File: src/rtl/opsh_pkg.sv
package opsh_pkg;

   typedef enum logic [2:0] {
      SK_LSL = 3'd0,
      SK_LSR = 3'd1,
      SK_ASR = 3'd2,
      SK_ROR = 3'd3,
      SK_RRX = 3'd4
   } shift_kind_e;

   localparam int unsigned KIND_W = 3;

endpackage

File: src/rtl/opsh_amount.sv
module opsh_amount #(
   parameter int unsigned AMT_IN_W = 32,
   parameter int unsigned SHAMT_W  = 8,
   parameter int unsigned LOGW     = 5
) (
   input  logic [AMT_IN_W-1:0] amt_raw,
   output logic [SHAMT_W-1:0]  amt_used,
   output logic                amt_is_zero,
   output logic [LOGW-1:0]     amt_mod
);
   // Upper amount bits are dropped here, so nothing downstream sees them.
   assign amt_used    = amt_raw[SHAMT_W-1:0];
   assign amt_is_zero = (amt_used == '0);
   assign amt_mod     = amt_used[LOGW-1:0];
endmodule

File: src/rtl/opsh_core.sv
module opsh_core
   import opsh_pkg::*;
#(
   parameter int unsigned WIDTH   = 32,
   parameter int unsigned SHAMT_W = 8,
   parameter int unsigned LOGW    = 5
) (
   input  logic [WIDTH-1:0]   src,
   input  logic [KIND_W-1:0]  kind,
   input  logic [SHAMT_W-1:0] amt,
   input  logic               amt_zero,
   input  logic [LOGW-1:0]    amt_mod,
   input  logic               cin,
   output logic [WIDTH-1:0]   res,
   output logic               cout,
   output logic               err
);
   // Each shift runs on a word one bit wider than the data. The extra bit
   // catches the last bit shifted out, so no separate carry mux is needed.
   logic [WIDTH:0]        lsl_ext;
   logic [WIDTH:0]        lsr_ext;
   logic signed [WIDTH:0] asr_ext;
   logic [WIDTH-1:0]      ror_val;
   logic [LOGW:0]         ror_back;

   always_comb begin
      lsl_ext  = {1'b0, src} << amt;
      lsr_ext  = {src, 1'b0} >> amt;
      asr_ext  = $signed({src, 1'b0}) >>> amt;
      ror_back = (LOGW+1)'(WIDTH) - (LOGW+1)'(amt_mod);
      ror_val  = (src >> amt_mod) | (src << ror_back);
   end

   always_comb begin
      res  = src;
      cout = cin;
      err  = 1'b0;
      case (kind)
         SK_LSL: if (!amt_zero) begin
            res  = lsl_ext[WIDTH-1:0];
            cout = lsl_ext[WIDTH];
         end
         SK_LSR: if (!amt_zero) begin
            res  = lsr_ext[WIDTH:1];
            cout = lsr_ext[0];
         end
         SK_ASR: if (!amt_zero) begin
            res  = asr_ext[WIDTH:1];
            cout = asr_ext[0];
         end
         SK_ROR: if (!amt_zero) begin
            res  = ror_val;
            cout = ror_val[WIDTH-1];
         end
         SK_RRX: begin
            res  = {cin, src[WIDTH-1:1]};
            cout = src[0];
         end
         default: err = 1'b1;
      endcase
   end
endmodule

File: src/rtl/opsh_outstage.sv
module opsh_outstage #(
   parameter int unsigned WIDTH   = 32,
   parameter bit          OUT_REG = 1'b1
) (
   input  logic             clk,
   input  logic             rst_n,
   input  logic [WIDTH-1:0] res_d,
   input  logic             cout_d,
   input  logic             err_d,
   output logic [WIDTH-1:0] res_q,
   output logic             cout_q,
   output logic             err_q
);
   generate
      if (OUT_REG) begin : g_reg
         always_ff @(posedge clk) begin
            if (!rst_n) begin
               res_q  <= '0;
               cout_q <= 1'b0;
               err_q  <= 1'b0;
            end else begin
               res_q  <= res_d;
               cout_q <= cout_d;
               err_q  <= err_d;
            end
         end

         p_out_stage_r12: assert property (@(posedge clk) disable iff (!rst_n)
            1'b1 |=> (res_q == $past(res_d)) && (cout_q == $past(cout_d))
                     && (err_q == $past(err_d)));
      end else begin : g_comb
         assign res_q  = res_d;
         assign cout_q = cout_d;
         assign err_q  = err_d;
      end
   endgenerate
endmodule

File: src/rtl/opsh_shifter.sv
module opsh_shifter
   import opsh_pkg::*;
#(
   parameter int unsigned WIDTH    = 32,
   parameter int unsigned AMT_IN_W = 32,
   parameter int unsigned SHAMT_W  = 8,
   parameter bit          OUT_REG  = 1'b1
) (
   input  logic                clk,
   input  logic                rst_n,
   input  logic [WIDTH-1:0]    data_in,
   input  logic [KIND_W-1:0]   kind_in,
   input  logic [AMT_IN_W-1:0] amount_in,
   input  logic                carry_in,
   output logic [WIDTH-1:0]    data_out,
   output logic                carry_out,
   output logic                kind_err
);
   localparam int unsigned LOGW = $clog2(WIDTH);

   generate
      if (WIDTH < 2 || (WIDTH & (WIDTH - 1)) != 0) begin : g_bad_width
         $fatal(1, "opsh_shifter: WIDTH must be a power of two of at least 2");
      end
      if (AMT_IN_W < SHAMT_W) begin : g_bad_amt
         $fatal(1, "opsh_shifter: AMT_IN_W narrower than SHAMT_W");
      end
      if ((1 << SHAMT_W) <= WIDTH) begin : g_bad_shamt
         $fatal(1, "opsh_shifter: SHAMT_W cannot express WIDTH");
      end
   endgenerate

   logic [SHAMT_W-1:0] amt_used;
   logic               amt_zero;
   logic [LOGW-1:0]    amt_mod;
   logic [WIDTH-1:0]   core_res;
   logic               core_cout;
   logic               core_err;

   opsh_amount #(.AMT_IN_W(AMT_IN_W), .SHAMT_W(SHAMT_W), .LOGW(LOGW)) u_amount (
      .amt_raw     (amount_in),
      .amt_used    (amt_used),
      .amt_is_zero (amt_zero),
      .amt_mod     (amt_mod)
   );

   opsh_core #(.WIDTH(WIDTH), .SHAMT_W(SHAMT_W), .LOGW(LOGW)) u_core (
      .src      (data_in),
      .kind     (kind_in),
      .amt      (amt_used),
      .amt_zero (amt_zero),
      .amt_mod  (amt_mod),
      .cin      (carry_in),
      .res      (core_res),
      .cout     (core_cout),
      .err      (core_err)
   );

   opsh_outstage #(.WIDTH(WIDTH), .OUT_REG(OUT_REG)) u_out (
      .clk    (clk),
      .rst_n  (rst_n),
      .res_d  (core_res),
      .cout_d (core_cout),
      .err_d  (core_err),
      .res_q  (data_out),
      .cout_q (carry_out),
      .err_q  (kind_err)
   );

   // Checks on the combinational core, relating top-level inputs to core outputs.
   p_zero_amt_r3: assert property (@(posedge clk) disable iff (!rst_n)
      (amount_in[SHAMT_W-1:0] == '0 && kind_in <= 3'd3)
      |-> (core_res == data_in && core_cout == carry_in));

   p_lsl_big_r2: assert property (@(posedge clk) disable iff (!rst_n)
      (kind_in == 3'd0 && amount_in[SHAMT_W-1:0] > SHAMT_W'(WIDTH))
      |-> (core_res == '0 && !core_cout));

   p_lsr_big_r5: assert property (@(posedge clk) disable iff (!rst_n)
      (kind_in == 3'd1 && amount_in[SHAMT_W-1:0] > SHAMT_W'(WIDTH))
      |-> (core_res == '0 && !core_cout));

   p_asr_sign_r7: assert property (@(posedge clk) disable iff (!rst_n)
      (kind_in == 3'd2 && amount_in[SHAMT_W-1:0] >= SHAMT_W'(WIDTH))
      |-> (core_res == {WIDTH{data_in[WIDTH-1]}} && core_cout == data_in[WIDTH-1]));

   p_rrx_r9: assert property (@(posedge clk) disable iff (!rst_n)
      (kind_in == 3'd4)
      |-> (core_res[WIDTH-1] == carry_in && core_cout == data_in[0]
           && core_res[WIDTH-2:0] == data_in[WIDTH-1:1]));

   p_bad_code_r11: assert property (@(posedge clk) disable iff (!rst_n)
      (kind_in > 3'd4) |-> (core_err && core_res == data_in && core_cout == carry_in));

   p_good_code_r11: assert property (@(posedge clk) disable iff (!rst_n)
      (kind_in <= 3'd4) |-> !core_err);
endmodule

File: config.mk
export PLATFORM = sky130hd
export DESIGN_NAME = opsh_shifter
export DESIGN_NICKNAME = d
export VERILOG_FILES = /design/src/rtl/opsh_pkg.sv /design/src/rtl/opsh_amount.sv /design/src/rtl/opsh_core.sv /design/src/rtl/opsh_outstage.sv /design/src/rtl/opsh_shifter.sv
export SDC_FILE = /design/constraint.sdc
export NUM_CORES = 1
export LEC_CHECK = 0
export ABC_AREA = 1
export ABC_CLOCK_PERIOD_IN_PS = 5300
export CAP_MARGIN = 10
export CORE_ASPECT_RATIO = 0.8
export CORE_MARGIN = 4
export CORE_UTILIZATION = 35
export DETAILED_ROUTE_END_ITERATION = 12
export GPL_ROUTABILITY_DRIVEN = 1
export MAX_ROUTING_LAYER = met4
export PLACE_DENSITY = 0.58
export RECOVER_POWER = 100
export SLEW_MARGIN = 10
export SYNTH_ARGS = -nofsm -noshare
export SYNTH_HDL_FRONTEND = slang
export SYNTH_HIERARCHICAL = 1
export SYNTH_SLANG_ARGS = --single-unit
File: constraint.sdc
create_clock -name clk -period 5.3 [get_ports clk]
set_input_delay 0.795 -clock clk [delete_from_list [all_inputs] [get_ports clk]]
set_output_delay 0.795 -clock clk [all_outputs]
set_load 0.005 [all_outputs]
# --- Word level (Yosys, flattened, before mapping) ---
# Cells that the tools add are included.
classes:
  reduce_logical: 3
  bitwise: 1
  eq_ne: 4
  n_addsub: 1
  n_shift: 5
  muxes: 11
op_table:
  columns: ["op", "n"]
  rows:
  - ["$pmux 32 s5", 1]
  - ["$mux 32", 4]
  - ["$shl 32x8->33", 1]
  - ["$shr 33x8->33", 1]
  - ["$sshr 33x8->33", 1]
  - ["$or 32x32->32", 1]
  - ["$shl 32x6->32", 1]
  - ["$shr 32x5->32", 1]
  - ["$logic_not 8->1", 1]
  - ["$eq 3x2->1 const B", 2]
  - ["$sub 6x5->6 const A", 1]
  - ["$mux 1", 5]
  - ["$pmux 1 s5", 1]
  - ["$reduce_or 5->1", 1]
  - ["$eq 3x1->1 const B", 1]
  - ["$eq 3x3->1 const B", 1]
  - ["$logic_not 3->1", 1]
totals:
  out_inout_bits: 34
  elab_cells: 28
  in_bits: 70
  ff_bits: 34

# --- Logic depth before layout (Yosys ltp) ---
depth:
  ltp_word: 5
  mapped_depth: 25
  depth_no_buf: 21

# --- Cells and area by module ---
# The synthesis kept the hierarchy.
modules_own_cells:
  columns: ["mod", "cells_per_inst", "area_per_inst_um2", "seq_area_each_um2", "instances"]
  rows:
  - ["opsh_core", 2115, 9960.8, 0.0, 1]
  - ["opsh_outstage", 106, 977.2, 680.7, 1]
  - ["opsh_amount", 20, 123.9, 0.0, 1]

# --- Worst setup path before layout ---
# No wires, ideal clock.
synth_path:
  path_kind: "input port to flip-flop"
  start: "input amount_in[1]"
  end: "register u_out.cout_q"
  slack_ns: 2.215
  path_buffers: 6
  stages: 22
  setup_ns: 0.109
  t_arrival_ns: 2.976
  required_time_ns: 5.191
  path_cell_list: "buf_4 inv_1 buf_2 buf_2 ha_1 buf_2 inv_1 buf_2 buf_2 nand3_1 nand3_1 nand3_1 nand3_1 nand3b_1 nand3_1 nand2_1 nor2_1 nand2_1 nor2_1 nor2_1 nand2_1 inv_1"
synth_via:
  elab_chain_len: 5
  elab_cells_between_ends: 13
  classes_between: "add/sub: 1; shift: 5; mux: 5; bitwise: 1; reduce/logical: 1"
synth_lines:
  columns: ["element", "line_no", "source"]
  rows:
  - ["start, declared", "opsh_shifter.sv:13", "input logic [AMT_IN_W-1:0] amount_in,"]
  - ["$sub 6x5->6", "opsh_core.sv:30", "ror_back = (LOGW+1)'(WIDTH) - (LOGW+1)'(amt_mod);"]
  - ["$shl 32x6->32", "opsh_core.sv:31", "ror_val = (src >> amt_mod) | (src << ror_back);"]
  - ["$or 32x32->32", "opsh_core.sv:31", null]
  - ["$mux 1", "opsh_core.sv:51", "SK_ROR: if (!amt_zero) begin"]
  - ["$pmux 1 s5 (*)", "opsh_core.sv:38", "case (kind)"]
  - ["net core_cout", "opsh_shifter.sv:37", "logic core_cout;"]
  - ["end signal, assigned", "opsh_outstage.sv:23", "cout_q <= cout_d;"]
  - ["end, declared", "opsh_outstage.sv:11", "output logic cout_q,"]
# Mark *: on every way through the listed nets, which the timed path passes. The rest lies on a longest branch.
# A chain may end at the register's enable or synchronous reset.

# --- Final worst setup path ---
layout_path:
  start: "input amount_in[1]"
  end: "register u_out.res_q[15]"
layout_via:
  elab_chain_len: 5
  elab_cells_between_ends: 13
  classes_between: "add/sub: 1; shift: 5; mux: 5; bitwise: 1; reduce/logical: 1"
layout_lines:
  columns: ["element", "line_no", "source"]
  rows:
  - ["$sub 6x5->6", "opsh_core.sv:30", null]
  - ["$shl 32x6->32", "opsh_core.sv:31", null]
  - ["$or 32x32->32", "opsh_core.sv:31", null]
  - ["$mux 32", "opsh_core.sv:51", null]
  - ["$pmux 32 s5 (*)", "opsh_core.sv:38", null]
  - ["net core_res[15]", "opsh_shifter.sv:36", "logic [WIDTH-1:0] core_res;"]
  - ["end signal, assigned", "opsh_outstage.sv:22", "res_q <= res_d;"]
  - ["end, declared", "opsh_outstage.sv:10", "output logic [WIDTH-1:0] res_q,"]
# Marked as above.

==> flow_summary.json <==
{
  "design_area_sq_um": 11900,
  "core_region_area_sq_um": 30700,
  "setup_viol": 0,
  "cts_tree": "built",
  "cts_max_path_buffers": 2,
  "numCtsBuffers": 5,
  "synth.distinct_cells": 48,
  "grt_use_met2_pct": 45.5,
  "boundaryPins": 104,
  "peakVddDrop_mv": 0.118,
  "cp_max_fo": 48,
  "slowest_stage": "inv_1",
  "period_share_pct": 86.9,
  "clk_pin_slew_ns": 0.05,
  "ys.flop_type": "dfxtp_1",
  "root_buffer": "clkbuf_16",
  "synth_area_sq_um": 11100,
  "maxSlewViolCount": 49,
  "status": "finished, violations left",
  "routed_wl_microns": 59500,
  "ff_latch_area_sq_um": 681,
  "hold_buffers": 0,
  "p_leak_nw": 5.96,
  "synth_seq_cells": 34,
  "postCtsSetupRepairBufs": 0,
  "synth_area_leaders": "nand3_1 30%, nand2_1 26%, dfxtp_1 6.2%",
  "gr-total-overflow": 0,
  "dr.first_iter.drc_count": 3006,
  "crit_path_end_kind": "flop",
  "synthArstFlopShare_pct": 0,
  "drc": 0,
  "crit_required_ns": 5.46,
  "wl_per_cell_microns": 22.9,
  "initial_core_util_pct": 36.0,
  "htreeDepth": 2,
  "busiest_layer": "met1",
  "violations": "capacitance limit, slew limit",
  "hold_viol": 0,
  "synthCells": 2241,
  "dpl_cell_area_sq_um": 11700,
  "ant_nets": 0,
  "multi_input_area_sq_um": 8880,
  "yosysSeqAreaShare_pct": 6.15,
  "crit_path_cell_trace": "clkbuf_2 -> inv_1 -> buf_4 -> nand3_2 -> nand2_1 -> nand2_1 -> nand2_1 -> nand2_1 -> nand2_1 -> nand2_1 -> a21oi_1 -> or2_0 -> nand2_1 -> nand2_1 -> a21oi_1 -> nand2_1 -> inv_1",
  "timing.final.crit_period_ns": 4.61,
  "vias": 16100,
  "std_cell_rows": 57,
  "grt_pass1_vias": 14000,
  "die_w_microns": 207,
  "diodes": 0,
  "start_kind": "input port",
  "max_slew_margin_pct": -2.81,
  "use_met1_pct": 50.3,
  "syn_nets": 2312,
  "first_pass_iters": 6,
  "crit_arrival_ns": 4.77,
  "gr-usage-met3_pct": 7.13,
  "synth.most_common_cell": "nand2_1",
  "gp_congestion": 1.08,
  "grt_usage_pct": 33.6,
  "post_cts_resized": 0,
  "finalSetupTns_ns": 0,
  "drive_gt1_share_pct": 6.98,
  "min_path_cells": 5,
  "maxCapViolCount": 1,
  "via_per_inst": 6.18,
  "cts_sinks": 34,
  "grt_max_degree": 70,
  "yosys_warnings": 6,
  "synth-edff-count": 0,
  "synth_common_cells": "754 x nand2_1, 664 x nand3_1, 118 x nor2_1",
  "fillers": 3567,
  "tightestPinTransition_ns": 1.54,
  "grt_pass1_wl_microns": 87600,
  "synth_top_area_cell": "nand3_1",
  "nets": 2262,
  "p_total_mw": 1.80,
  "critical-path-max-stage-delay_ns": 1.33,
  "layout.cells.non_filler": 2604,
  "fmax_mhz": 217,
  "dieArea_sq_um": 34500,
  "port_buffers": 79,
  "die_h_microns": 167,
  "syn2layout_area_growth_pct": 7.22,
  "dp_hpwl_microns": 44400,
  "synth_area_per_cell_sq_um": 4.94,
  "hp-class": "input port to flop",
  "utilization_pct": 38.6,
  "path_class": "input port to flop",
  "cpMostUsedCell": "nand2_1",
  "dp_cells": 2597,
  "rsz0062_at_grt": "false",
  "synth.top_cell.area_share_pct": 30.0,
  "powerDensity_nw_per_um2": 152,
  "grt_antenna_before_repair": 0
}
power breakdown:
group	internal (mW)	switching, mW	leakage, nW
logic	0.368	0.886	5.61
registers	0.276	0.00470	0.282
clock network	0.169	0.0941	0.0694
total	0.813	0.985	5.96
layout by cell type (no fill, tap or decap), drive strengths merged:
cell type and instances:
nor2 123, a21oi 97, or2 8, clkbuf 6, nand2 792, o22ai 6
a22oi 2, dlygate4sd3 36, clkdlybuf4s50 38, a32oi 1, a31oi 10, clkinv 7
buf 55, xor2 3, nor3 7, dfxtp 34, nand3 681, a221oi 2
inv 120, o211ai 15, o21bai 1, xnor2 1, and2 9, ha 1
nand3b 8, o21ai 100, nand4 27, a211oi 1
metrics by stage:
stage	worst slack [ns]	hold WS [ns]
after detailed placement	1.11	1.50
final	0.693	1.46
after global routing	0.491	1.49
after floorplan	2.21	0.985
after CTS	1.39	1.42
after global placement	1.12	1.50
worst paths after layout:
check,startpoint,endpoint
hold / removal,data_in[13],u_out/res_q[13]$_SDFF_PN0_
setup / recovery,amount_in[1],u_out/res_q[15]$_SDFF_PN0_
cell families after synthesis:
group | Yosys count | synth area share, %
AO/OA/AOI/OAI | 235 | 11.6
XOR/XNOR | 4 | 0.724
adder cells (fa/ha/maj) | 1 | 0.113
buffers and inverters | 312 | 13.8
flip-flops | 34 | 6.15
AND/OR/NAND/NOR | 1655 | 67.6
flip-flops by register name, summed over array words and instances (netlist names):
| register | count |
|---|---|
| u_out/err_q | 1 |
| u_out/res_q | 32 |
| u_out/cout_q | 1 |
layer usage:
layer / part of all wire [%] / vias to the layer above / wire length (microns)
met1: 43 / 7369 / 25500
met2: 40 / 1215 / 23600
met5: 0 / - / 0
met4: 3.0 / 0 / 1800
li1: - / 7384 / -
met3: 15 / 129 / 8650
worst max-delay path: cells and delay by family:
family | cells | cell delay (ns)
AO/OA/AOI/OAI | 2 | 0.22
AND/OR/NAND/NOR | 11 | 1.36
buffers and inverters | 4 | 2.34
area by class of cell:
| type | count | area share [%] |
|---|---|---|
| clock inverter | 2 | 0.0844 |
| clock buffer | 5 | 1.05 |
| inverter | 125 | 4.06 |
| timing repair buffer | 130 | 9.85 |
| multi-input combinational | 1895 | 74.8 |
| sequential | 34 | 5.74 |
| tap | 413 | 4.36 |
Note: power is estimated with default switching activity, not from simulation.
